--- src/rtl/coh_issue_pkg.sv ---
package coh_issue_pkg;
    localparam int NSRC = 3;

    typedef enum logic [1:0] {
        SRC_EVICT = 2'd0,
        SRC_RESP  = 2'd1,
        SRC_REQ   = 2'd2,
        SRC_NONE  = 2'd3
    } src_e;
endpackage

--- src/rtl/coh_issue_split.sv ---
module coh_issue_split #(
    parameter int NPORT  = 3,
    parameter int ADDR_W = 16,
    parameter int OFS_W  = 4,
    parameter int SET_W  = 6,
    localparam int TAG_W = ADDR_W - SET_W - OFS_W
) (
    input  logic [NPORT-1:0][ADDR_W-1:0] addr,
    output logic [NPORT-1:0][TAG_W-1:0]  tag,
    output logic [NPORT-1:0][SET_W-1:0]  set
);
    for (genvar p = 0; p < NPORT; p++) begin : g_port
        assign tag[p] = addr[p][ADDR_W-1 -: TAG_W];
        assign set[p] = addr[p][OFS_W +: SET_W];
    end
endmodule

--- src/rtl/coh_issue_elig.sv ---
module coh_issue_elig
    import coh_issue_pkg::*;
(
    input  logic            rq_empty,
    input  logic            rq_hit,
    input  logic            rsp_valid,
    input  logic            req_valid,
    input  logic            req_hit,
    input  logic            req_entry_valid,
    input  logic            proto_stall,
    input  logic            tbl_full,
    input  logic            occupied,
    input  logic            fwd_ready,
    input  logic            rsp_ready,
    output logic [NSRC-1:0] elig
);
    logic common_ok;
    logic req_tbl_ok;

    always_comb begin
        common_ok  = !tbl_full && !occupied && fwd_ready && rsp_ready;
        req_tbl_ok = !req_hit || !req_entry_valid || !proto_stall;
        elig                 = '0;
        elig[int'(SRC_EVICT)] = !rq_empty && !rq_hit && common_ok;
        elig[int'(SRC_RESP)]  = rsp_valid;
        elig[int'(SRC_REQ)]   = req_valid && req_tbl_ok && common_ok;
    end
endmodule

--- src/rtl/coh_issue_prio.sv ---
module coh_issue_prio #(
    parameter int N = 3
) (
    input  logic [N-1:0] elig,
    output logic [N-1:0] grant
);
    logic [N:0] taken;
    assign taken[0] = 1'b0;

    for (genvar i = 0; i < N; i++) begin : g_slot
        assign grant[i]   = elig[i] && !taken[i];
        assign taken[i+1] = taken[i] || elig[i];
    end
endmodule

--- src/rtl/coh_issue_sched.sv ---
module coh_issue_sched
    import coh_issue_pkg::*;
#(
    parameter int ADDR_W    = 16,
    parameter int OFS_W     = 4,
    parameter int SET_W     = 6,
    parameter int KIND_W    = 3,
    parameter int ORG_W     = 4,
    parameter int TBL_DEPTH = 8,
    localparam int TAG_W    = ADDR_W - SET_W - OFS_W,
    localparam int IDX_W    = $clog2(TBL_DEPTH)
) (
    input  logic              clk,
    input  logic              rst_n,
    input  logic              rq_empty,
    input  logic [ADDR_W-1:0] rq_addr,
    output logic [TAG_W-1:0]  rq_lk_tag,
    output logic [SET_W-1:0]  rq_lk_set,
    input  logic              rq_lk_hit,
    input  logic [IDX_W-1:0]  rq_lk_idx,
    output logic              rq_pop,
    input  logic              rsp_valid,
    input  logic [ADDR_W-1:0] rsp_addr,
    input  logic [KIND_W-1:0] rsp_kind,
    input  logic [ORG_W-1:0]  rsp_origin,
    output logic [TAG_W-1:0]  rsp_lk_tag,
    output logic [SET_W-1:0]  rsp_lk_set,
    input  logic              rsp_lk_hit,
    input  logic [IDX_W-1:0]  rsp_lk_idx,
    output logic              rsp_pop,
    input  logic              req_valid,
    input  logic [ADDR_W-1:0] req_addr,
    input  logic [KIND_W-1:0] req_kind,
    input  logic [ORG_W-1:0]  req_origin,
    output logic [TAG_W-1:0]  req_lk_tag,
    output logic [SET_W-1:0]  req_lk_set,
    input  logic              req_lk_hit,
    input  logic [IDX_W-1:0]  req_lk_idx,
    input  logic              req_lk_entry_valid,
    input  logic              proto_stall,
    output logic              req_pop,
    input  logic              tbl_full,
    input  logic              s2_busy,
    input  logic              s3_busy,
    input  logic              fwd_net_ready,
    input  logic              rsp_net_ready,
    output logic [2:0]        grant,
    output logic              s2_valid,
    output logic [1:0]        s2_src,
    output logic [ADDR_W-1:0] s2_addr,
    output logic [KIND_W-1:0] s2_kind,
    output logic [ORG_W-1:0]  s2_origin,
    output logic              s2_tbl_hit,
    output logic [IDX_W-1:0]  s2_tbl_idx
);
    typedef struct packed {
        logic              valid;
        src_e              src;
        logic [ADDR_W-1:0] addr;
        logic [KIND_W-1:0] kind;
        logic [ORG_W-1:0]  origin;
        logic              tbl_hit;
        logic [IDX_W-1:0]  tbl_idx;
    } stage_t;

    stage_t stage_d, stage_q;

    logic [NSRC-1:0][ADDR_W-1:0] port_addr;
    logic [NSRC-1:0][TAG_W-1:0]  port_tag;
    logic [NSRC-1:0][SET_W-1:0]  port_set;
    logic [NSRC-1:0]             elig;
    logic [NSRC-1:0]             win;
    logic                        occupied;

    assign port_addr[int'(SRC_EVICT)] = rq_addr;
    assign port_addr[int'(SRC_RESP)]  = rsp_addr;
    assign port_addr[int'(SRC_REQ)]   = req_addr;

    coh_issue_split #(
        .NPORT (NSRC),
        .ADDR_W(ADDR_W),
        .OFS_W (OFS_W),
        .SET_W (SET_W)
    ) u_split (
        .addr(port_addr),
        .tag (port_tag),
        .set (port_set)
    );

    assign rq_lk_tag  = port_tag[int'(SRC_EVICT)];
    assign rq_lk_set  = port_set[int'(SRC_EVICT)];
    assign rsp_lk_tag = port_tag[int'(SRC_RESP)];
    assign rsp_lk_set = port_set[int'(SRC_RESP)];
    assign req_lk_tag = port_tag[int'(SRC_REQ)];
    assign req_lk_set = port_set[int'(SRC_REQ)];

    assign occupied = stage_q.valid || s2_busy || s3_busy;

    coh_issue_elig u_elig (
        .rq_empty       (rq_empty),
        .rq_hit         (rq_lk_hit),
        .rsp_valid      (rsp_valid),
        .req_valid      (req_valid),
        .req_hit        (req_lk_hit),
        .req_entry_valid(req_lk_entry_valid),
        .proto_stall    (proto_stall),
        .tbl_full       (tbl_full),
        .occupied       (occupied),
        .fwd_ready      (fwd_net_ready),
        .rsp_ready      (rsp_net_ready),
        .elig           (elig)
    );

    coh_issue_prio #(.N(NSRC)) u_prio (
        .elig (elig),
        .grant(win)
    );

    assign grant   = win;
    assign rq_pop  = win[int'(SRC_EVICT)];
    assign rsp_pop = win[int'(SRC_RESP)];
    assign req_pop = win[int'(SRC_REQ)];

    always_comb begin
        stage_d = '0;
        stage_d.src = SRC_NONE;
        unique case (1'b1)
            win[int'(SRC_EVICT)]: begin
                stage_d.valid   = 1'b1;
                stage_d.src     = SRC_EVICT;
                stage_d.addr    = rq_addr;
                stage_d.tbl_hit = rq_lk_hit;
                stage_d.tbl_idx = rq_lk_hit ? rq_lk_idx : '0;
            end
            win[int'(SRC_RESP)]: begin
                stage_d.valid   = 1'b1;
                stage_d.src     = SRC_RESP;
                stage_d.addr    = rsp_addr;
                stage_d.kind    = rsp_kind;
                stage_d.origin  = rsp_origin;
                stage_d.tbl_hit = rsp_lk_hit;
                stage_d.tbl_idx = rsp_lk_hit ? rsp_lk_idx : '0;
            end
            win[int'(SRC_REQ)]: begin
                stage_d.valid   = 1'b1;
                stage_d.src     = SRC_REQ;
                stage_d.addr    = req_addr;
                stage_d.kind    = req_kind;
                stage_d.origin  = req_origin;
                stage_d.tbl_hit = req_lk_hit;
                stage_d.tbl_idx = req_lk_hit ? req_lk_idx : '0;
            end
            default: ;
        endcase
        if (!stage_d.valid) begin
            stage_d.src = SRC_EVICT;
        end
    end

    always_ff @(posedge clk) begin
        if (!rst_n) begin
            stage_q <= '0;
        end else begin
            stage_q <= stage_d;
        end
    end

    assign s2_valid   = stage_q.valid;
    assign s2_src     = stage_q.src;
    assign s2_addr    = stage_q.addr;
    assign s2_kind    = stage_q.kind;
    assign s2_origin  = stage_q.origin;
    assign s2_tbl_hit = stage_q.tbl_hit;
    assign s2_tbl_idx = stage_q.tbl_idx;
endmodule

--- config.mk ---
export PLATFORM = sky130hd
export DESIGN_NAME = coh_issue_sched
export DESIGN_NICKNAME = d
export VERILOG_FILES = /design/src/rtl/coh_issue_pkg.sv /design/src/rtl/coh_issue_split.sv /design/src/rtl/coh_issue_elig.sv /design/src/rtl/coh_issue_prio.sv /design/src/rtl/coh_issue_sched.sv
export SDC_FILE = /design/constraint.sdc
export NUM_CORES = 1
export LEC_CHECK = 0
export BUFFER_PORTS_ARGS = -buffer_cell sky130_fd_sc_hd__clkbuf_2
export CAP_MARGIN = 10
export CORE_AREA = 2 2 72 74
export CTS_CLUSTER_DIAMETER = 30
export CTS_CLUSTER_SIZE = 14
export DETAILED_ROUTE_END_ITERATION = 10
export DIE_AREA = 0 0 74 76
export HOLD_SLACK_MARGIN = 0.15
export PLACE_DENSITY_LB_ADDON = 0.08
export SYNTH_ARGS = -nofsm -noshare
export SYNTH_HDL_FRONTEND = slang
export SYNTH_HIERARCHICAL = 1
export SYNTH_SLANG_ARGS = --single-unit
--- constraint.sdc ---
create_clock -name clk -period 1.9 [get_ports clk]
set_input_delay 0.19 -clock clk [delete_from_list [all_inputs] [get_ports clk]]
set_output_delay 0.19 -clock clk [all_outputs]
set_load 0.01 [all_outputs]
# Word level (Yosys, flattened, before mapping)
# Cells that the tools add are included.
# classes
reduce_logical	24
n_mux	6
# op_table
cell	n
one-hot mux 19 bit (3 select lines)	1
one-hot mux 7 bit (2 select lines)	1
one-hot mux 4 bit (3 select lines)	1
logical AND 1 bit	9
zero test 1 bit	9
two-way mux 3 bit	3
logical OR 1 bit	5
AND reduction 2 bit	1
# totals
output_inout_bits	72
in_bits	86
ff_bits	30
word_cells	37

# Depth between registers and ports, before layout
# Gate-level depths: netlist of the first run.
# logic_depth
word_depth	12
depth_mapped	8

# Hierarchy
# The synthesis of the first run kept the hierarchy.
# by_module_without_submodules
module	cells_each	area_per_inst_um2	n_inst	seq_area_each_um2
coh_issue_sched	108	1133.6	1	600.6
coh_issue_split	36	270.3	1	0.0
coh_issue_elig	5	42.5	1	0.0
coh_issue_prio	3	26.3	1	0.0

# Worst setup path before layout of the first run
# No wires, ideal clock.
# synth_timing
path_kind	reg-to-reg
start	register stage_q (netlist bit s2_valid)
end	register stage_q (netlist bit s2_addr[0])
n_path_buf	2
t_required_ps	1776
stages_incl_launch_ff	9
path_slack_ps	-176
period_less_slack_ps	2076
t_arrival_ps	1953
path_cell_list	dfxtp_1 > or3_1 > nand4bb_1 > nor3_1 > nor2b_1 > buf_4 > clkbuf_4 > a222oi_1 > nor2_1
# synth_via
word_cells_on_any_way	14
classes_between	mux (1); reduce/logical (13)
# synth_rtl
element	line	rtl
from (decl)	coh_issue_sched.sv:66	stage_t stage_d, stage_q;
from (signal assigned)	coh_issue_sched.sv:164	stage_q <= stage_d;
logical OR 1 bit (2 in series)	coh_issue_sched.sv:97	assign occupied = stage_q.valid || s2_busy || s3_busy;
net occupied	coh_issue_sched.sv:73	logic occupied;
zero test 1 bit	coh_issue_elig.sv:21	common_ok = !tbl_full && !occupied && fwd_ready && rsp_ready;
logical AND 1 bit (3 in series)	coh_issue_elig.sv:21	
logical AND 1 bit	coh_issue_elig.sv:24	elig[int'(SRC_EVICT)] = !rq_empty && !rq_hit && common_ok;
net elig[0]	coh_issue_sched.sv:71	logic [NSRC-1:0] elig;
zero test 1 bit	coh_issue_prio.sv:11	assign grant[i] = elig[i] && !taken[i];
logical AND 1 bit	coh_issue_prio.sv:11	
net grant[1]	coh_issue_sched.sv:47	output logic [2:0] grant,
one-hot mux 19 bit (3 select lines)	coh_issue_sched.sv:127	unique case (1'b1)
# The timed path passes the listed nets, and every way through them passes these cells.
# A chain may end at the register's enable or synchronous reset.

# Worst setup path after layout of the first run
# layout_timing
start	register stage_q (netlist bit s2_valid)
end	output grant[2]
# layout_via
word_cells_on_any_way	11
classes_between	reduce/logical (11)
# layout_rtl
element	line	rtl
logical OR 1 bit (2 in series)	coh_issue_sched.sv:97	
net occupied	coh_issue_sched.sv:73	
zero test 1 bit	coh_issue_elig.sv:21	
logical AND 1 bit (3 in series)	coh_issue_elig.sv:21	
logical AND 1 bit	coh_issue_elig.sv:26	elig[int'(SRC_REQ)] = req_valid && req_tbl_ok && common_ok;
net elig[2]	coh_issue_sched.sv:71	
logical AND 1 bit	coh_issue_prio.sv:11	
to (decl)	coh_issue_sched.sv:47	
# The timed path passes the listed nets, and every way through them passes these cells.

==> out/metrics.csv, run 1 <==
metric,value,unit
PnR worst setup slack,-0.1564,ns
fin area,2399,um^2
"area leader, netlist",dfxtp_1,
R2R depth,8,
row cnt,26,
unrepaired setup endpoints after global routing,true,
Worst-path clk slew,0.07,ns
Max Clk Rate,0.4863,GHz
post-DR wirelength/cell,13.20,um
GRT Util Overall,0.1660,
global-route wire length before repair,7.176,mm
Final Max Tran Viols,0,
ANT nets after route,0,
syn nets,238,
Core ar.,4912,um^2
"commonest cells after routing, fill and taps aside","clkbuf_2, dfxtp_1, a222oi_1, nor2_1",
Worst-Margin Slew,0.3565,ns
GPL Wtd Cong,0.7005,
LEAKAGE,1.257,nW
Post-synth EDFFs,0,
WL final,4.700,mm
worst setup path start,s2_valid$_SDFF_PN0_,
Critical Path Sink Type,output pin,
initial DRC count,82,
Tcrit/Tclk final,1.082,
largest net degree at the start of global routing,20,
r2r setup slk,-0.12,ns
Via density,4.573,
Critical Path Source Type,register,
Antenna Cells,0,
Starting Density,0.2998,
pre-CTS setup slack,-0.1119,ns
Final Hold Slack,0.1547,ns
I/O Buffers,157,
CTS H-tree depth,2,
Final min period,2.056,ns
Max Cap Viol,0,
share of layout cells above drive strength 1,0.6748,
asr flop ratio synth,0,
Final nets,371,
Remaining DRCs,0,
Critical Path AT,1.87,ns
clock sink count,30,
largest cells by area after synthesis,"dfxtp_1, buf_4, a222oi_1",
worst endpoint required time,1.71,ns
Syn-to-layout area delta,62.87,%
Worst R2R Start,s2_valid$_SDFF_PN0_,
initial antenna violation count,0,
register area,601.8,um^2
Cells after Synth,152,
Synth Register Bits,30,
Die Height,76,um
top_reg_cell synth,dfxtp_1,
Post-Synthesis Cell Area,1473,um^2
"commonest non-fill, non-tap cell in the layout",clkbuf_2,
Die ar.,5624,um^2
total gr overflow,0,
Layout Skew,0.006130,ns
synth unique cells,21,
Final HPWL DP,3.461,mm
worst setup path category,register to output pin,
via count,1628,
buffer depth of the longest clock path,2,
CTS tree,done,
top-area cell type share of the netlist area,0.4078,
"Seq/Total Area, Yosys",0.4078,
Relative slew margins,0.7623,
io pins,158,
VDD IR max,295.1,uV
placed cell areas,2091,um^2
P per Cell Area,613.9,nW/um^2
synth warn,6,
R2R Path End,s2_addr[14]$_SDFF_PN0_,
final hold viol count,0,
worst min-delay path class,primary input to register,
vias in the first global route,1534,
critical-path maximum fanout,4,
area of the multi-input gates,534.3,um^2
root buf cell,clkbuf_8,
worst-skew pair later-pin latency,0.28,ns
total CTS buffers,5,
Worst Setup EP,grant[2],
failing checks,negative setup slack,
syn avg cell area,9.689,um^2
1st-pass router iterations,5,
outcome,finished with violations,
"Core Util, Final",0.4883,
Die X,74,um
# setup viols final,27,
Fillers,489,
==> repair_timing <==
| item | CTS | global route |
|---|---|---|
| endpoints found under the setup margin | 33 | 34 |
| gates cloned | 1 | 1 |
| pin swaps | 0 | 9 |
| hold buffers | 3 | 0 |
| setup buffers | 6 | 0 |
| endpoints found under the hold margin | 3 | 0 |
| resized for setup | 12 | 13 |
==> critical path, cell delays in order (launching register included) <==
cell and delay (ns):
dfxtp_2 0.32, or3_1 0.33, nand4bb_4 0.22, a311oi_2 0.20, nor3b_4 0.27, buf_6 0.15
buf_6 0.10
==> where the power goes <==
| part | internal (mW) | leakage, nW | switching, mW |
|---|---|---|---|
| clock network | 0.292 | 0.0482 | 0.237 |
| registers | 0.649 | 0.245 | 0.00477 |
| logic | 0.152 | 0.963 | 0.138 |
==> worst min-delay path by stage <==
| stage | startpoint | endpoint | slack (ns) | cells after the start |
|---|---|---|---|---|
| 6_report | rsp_addr[1] | s2_addr[1]$_SDFF_PN0_ | 0.15 | 3 |
| 5_1_grt | rsp_addr[1] | s2_addr[1]$_SDFF_PN0_ | 0.15 | 3 |
| 4_1_cts | rsp_addr[1] | s2_addr[1]$_SDFF_PN0_ | 0.15 | 3 |
| 3_5_place_dp | rsp_addr[0] | s2_addr[0]$_SDFF_PN0_ | 0.44 | 3 |
| 3_3_place_gp | rsp_addr[1] | s2_addr[1]$_SDFF_PN0_ | 0.43 | 3 |
| 2_1_floorplan | rst_n | s2_src[1]$_SDFF_PN0_ | 0.32 | 1 |
==> Yosys cell counts, types with 2 or more instances <==
master / instances
nand3_1: 9
a22oi_1: 7
buf_8: 2
buf_2: 5
nor2b_1: 8
buf_4: 42
and2_1: 2
dfxtp_1: 30
nor2_1: 17
a222oi_1: 17
a31oi_1: 3
==> cells by family (layout without fill, tap and decap cells) <==
family                 after synthesis  in the layout  share of synthesized area
AOI/OAI and AO/OA                   29             29                     0.1827
buffers and inverters               53            187                     0.2693
DFF                                 30             30                     0.4078
and+or+nand+nor                     40             40                     0.1402
==> final cells by class <==
| class | count | share of cell area |
|---|---|---|
| timing repair buffer | 177 | 0.4486 |
| sequential | 30 | 0.2509 |
| multi-input combinational | 69 | 0.2227 |
| tap | 70 | 0.03652 |
| clock buffer | 7 | 0.03599 |
| inverter | 2 | 0.003130 |
| clock inverter | 1 | 0.002087 |
==> layer usage <==
metal | share of wire | GRT usage | up-vias
li1 | - | - | 792
met2 | 0.50 | 0.2786 | 92
met3 | 0.095 | 0.05952 | 6
met1 | 0.39 | 0.1900 | 738
met5 | 0 | 0 | -
met4 | 0.013 | 0.06000 | 0
==> state kept, by name, indices dropped and copies added (netlist names) <==
name	cells
s2_src	2
s2_addr	16
s2_kind	3
s2_tbl_hit	1
s2_origin	4
s2_tbl_idx	3
s2_valid	1
==> per-stage QoR <==
stage | setup TNS, ns | power (mW) | std cells
2_1_floorplan | -0.3317 | 0.8198 | 152
3_3_place_gp | -0.09201 | 0.9432 | 338
3_5_place_dp | -1.730 | 0.9429 | 338
4_1_cts | -2.925 | 1.493 | 356
5_1_grt | -6.020 | 1.549 | 356
6_report | -2.380 | 1.472 | 356
Note: power is estimated with default switching activity, not from simulation.
==> run 2, diff against run 1 <==
--- a/config.mk
+++ b/config.mk
@@ -7,14 +7,13 @@
 export LEC_CHECK = 0
 export BUFFER_PORTS_ARGS = -buffer_cell sky130_fd_sc_hd__clkbuf_2
 export CAP_MARGIN = 10
-export CORE_AREA = 2 2 72 74
+export CORE_AREA = 2 2 74 76
 export CTS_CLUSTER_DIAMETER = 30
 export CTS_CLUSTER_SIZE = 14
 export DETAILED_ROUTE_END_ITERATION = 10
-export DIE_AREA = 0 0 74 76
+export DIE_AREA = 0 0 76 78
 export HOLD_SLACK_MARGIN = 0.15
 export PLACE_DENSITY_LB_ADDON = 0.08
 export SYNTH_ARGS = -nofsm -noshare
 export SYNTH_HDL_FRONTEND = slang
-export SYNTH_HIERARCHICAL = 1
 export SYNTH_SLANG_ARGS = --single-unit
==> run 2 against run 1 <==
Clock power is 10% lower. Largest power group unchanged. The flow now finishes without violations. Combinational power about the same. Global-route usage grew 0.14 points. Synthesized area is 6.9% higher.
==> out/metrics.csv, run 2 <==
metric,value,unit,change
initial DRC count,31,,-62%
Post-Synthesis Cell Area,1574,um^2,+6.9%
Starting Density,0.3122,,+0.01236
post-DR wirelength/cell,13.09,um,-0.83%
worst setup path start,s2_valid$_SDFF_PN0_,,
Antenna Cells,0,,unchanged
Remaining DRCs,0,,unchanged
Final Max Tran Viols,0,,unchanged
Worst-path clk slew,0.06,ns,about the same
I/O Buffers,154,,-1.9%
unrepaired setup endpoints after global routing,false,,
syn nets,271,,+14%
worst endpoint required time,2.07,ns,+0.36 ns
Critical Path Sink Type,register,,
Relative slew margins,0.7492,,-0.01318
share of layout cells above drive strength 1,0.5654,,-0.1095
Tcrit/Tclk final,0.9165,,-0.1658
synth unique cells,24,,+14%
Die Height,78,um,+2.6%
largest cells by area after synthesis,"dfxtp_1, buf_4, nand3_1",,
cell with the most instances after synthesis,buf_4,,
Cells after Synth,185,,+22%
initial antenna violation count,0,,unchanged
# setup viols final,0,,-100%
root buf cell,clkbuf_8,,
Syn-to-layout area delta,43.24,%,
"area leader, netlist",dfxtp_1,,
syn avg cell area,8.508,um^2,-12%
Worst-Margin Slew,0.3755,ns,+0.01900 ns
"Seq/Total Area, Yosys",0.3816,,-0.02626
PnR worst setup slack,0.1586,ns,+0.3150 ns
outcome,finished clean,,
vias in the first global route,1638,,+6.8%
Worst R2R Start,s2_valid$_SDFF_PN0_,,
placed cells,367,,+8.6%
synth warn,0,,-6
asr flop ratio synth,0,,unchanged
Layout Skew,0.002291,ns,-0.003839 ns
Critical Path AT,1.91,ns,+0.04 ns
largest net degree at the start of global routing,23,,+15%
Die ar.,5928,um^2,+5.4%
Final min period,1.741,ns,-0.3150 ns
ANT nets after route,0,,unchanged
GRT Util Overall,0.1674,,+0.001370
Fillers,531,,+8.6%
total gr overflow,0,,unchanged
io pins,158,,unchanged
Synth Register Bits,30,,unchanged
1st-pass router iterations,4,,-1
final hold viol count,0,,unchanged
Setup TNS Final,0,ns,+2.380 ns
Post-synth EDFFs,0,,unchanged
CTS tree,done,,
critical-path maximum fanout,14,,+10
max reg flops,16,,unchanged
worst setup path category,register to register,,
Layout Cells excl Fill,376,,+5.6%
Hold Startpoint,rq_addr[3],,
CTS H-tree depth,2,,unchanged
pre-CTS setup slack,0.3822,ns,+0.4940 ns
total CTS buffers,5,,unchanged
worst-skew pair later-pin latency,0.28,ns,about the same
clock sink count,30,,unchanged
LEAKAGE,1.129,nW,-10%
Max Cap Viol,0,,unchanged
"commonest cells after routing, fill and taps aside","clkbuf_2, nand3_1, dfxtp_1, nand2_1, a31oi_1",,
Die X,76,um,+2.7%
buffer depth of the longest clock path,2,,unchanged
row cnt,26,,unchanged
GPL Wtd Cong,0.7329,,+4.6%
top-area cell type share of the netlist area,0.3816,,-0.02626
via count,1743,,+7.1%
VDD IR max,222.5,uV,-25%
Via density,4.636,,+1.4%
Post-synth top cells,"buf_4, nand3_1, dfxtp_1, a31oi_1, nand2_1",,
Core ar.,5042,um^2,+2.6%
Critical Path Source Type,register,,
global-route wire length before repair,7.859,mm,+9.5%
P per Cell Area,628.4,nW/um^2,+2.4%
Max Clk Rate,0.5742,GHz,+18%
top_reg_cell synth,dfxtp_1,,
Final nets,392,,+5.7%
WL final,4.923,mm,+4.7%
worst min-delay path class,primary input to register,,
Final HPWL DP,3.782,mm,+9.3%
"commonest non-fill, non-tap cell in the layout",clkbuf_2,,
-- run 2: changes by cell type in the layout (fill, tap and decap cells not counted), sizes merged, moves of 3 or more --
| cell | before | now |
|---|---|---|
| a21oi | 0 | 3 |
| a222oi | 17 | 0 |
| a22oi | 7 | 0 |
| a31oi | 3 | 17 |
| a32oi | 0 | 8 |
| buf | 18 | 9 |
| nand2 | 0 | 17 |
| nand3 | 9 | 35 |
| nand4 | 0 | 3 |
| nor2 | 17 | 1 |
-- run 2: worst paths after layout --
path / endpoint / slack (ns) / cells past startpoint
hold reg to reg: s2_addr[14]$_SDFF_PN0_ / 0.85 / 4
setup reg to reg: s2_tbl_idx[0]$_SDFF_PN0_ / 0.16 / 6
setup / recovery: s2_tbl_idx[0]$_SDFF_PN0_ / 0.16 / 6
hold / removal: s2_addr[3]$_SDFF_PN0_ / 0.16 / 3
-- run 2: area by class of cell --
class | count | area (um^2) | share of cell area
sequential | 30 | 600.6 | 0.2664
clock buffer | 7 | 76.32 | 0.03385
inverter | 3 | 11.26 | 0.004994
multi-input combinational | 101 | 608.1 | 0.2697
timing repair buffer | 165 | 870.8 | 0.3862
tap | 70 | 87.58 | 0.03885
-- run 2: logic make-up (layout without fill, tap and decap cells) --
group,count (synthesis),after routing,share of synthesized area
flip-flops,30,30,0.3816
AO/OA/AOI/OAI,32,32,0.1534
AND/OR/NAND/NOR,69,69,0.2250
buffers and inverters,54,175,0.2401
-- run 2: layer usage --
layer,up-vias,global-route usage,share of wire
met2,91,0.3009,0.49
met5,-,0,0
li1,865,-,-
met3,6,0.04419,0.085
met4,0,0.06545,0.015
met1,781,0.1894,0.41
-- run 2: repair_timing --
item / in CTS / in global routing
gates resized for setup: 0 / 0
buffers inserted: 0 / 0
hold buffers: 2 / 0
hold endpoints to repair: 1 / 0
-- run 2: metrics by stage --
stage	util	instance area (um^2)	power [mW]	hold WS [ns]
6_report	0.4471	2255	1.417	0.1583
5_1_grt	0.4471	2255	1.500	0.1589
4_1_cts	0.4471	2255	1.445	0.1526
3_5_place_dp	0.4280	2158	0.9576	0.4366
3_3_place_gp	0.4280	2158	0.9571	0.4407
2_1_floorplan	-	1574	0.8290	0.3117
-- run 2: power by group --
group	total, mW	switching (mW)	internal (mW)
Sequential	0.656	0.00601	0.650
Combinational	0.287	0.148	0.139
Clock	0.474	0.223	0.251
Total	1.42	0.377	1.04
-- run 2: worst max-delay path, cell delays in order (launching register included) --
cell and delay (ns):
dfxtp_1 0.35, nor4_1 0.26, a21boi_1 0.12, buf_4 0.19, nand3_1 0.09, a21oi_1 0.06, dlygate4sd3_1 0.56
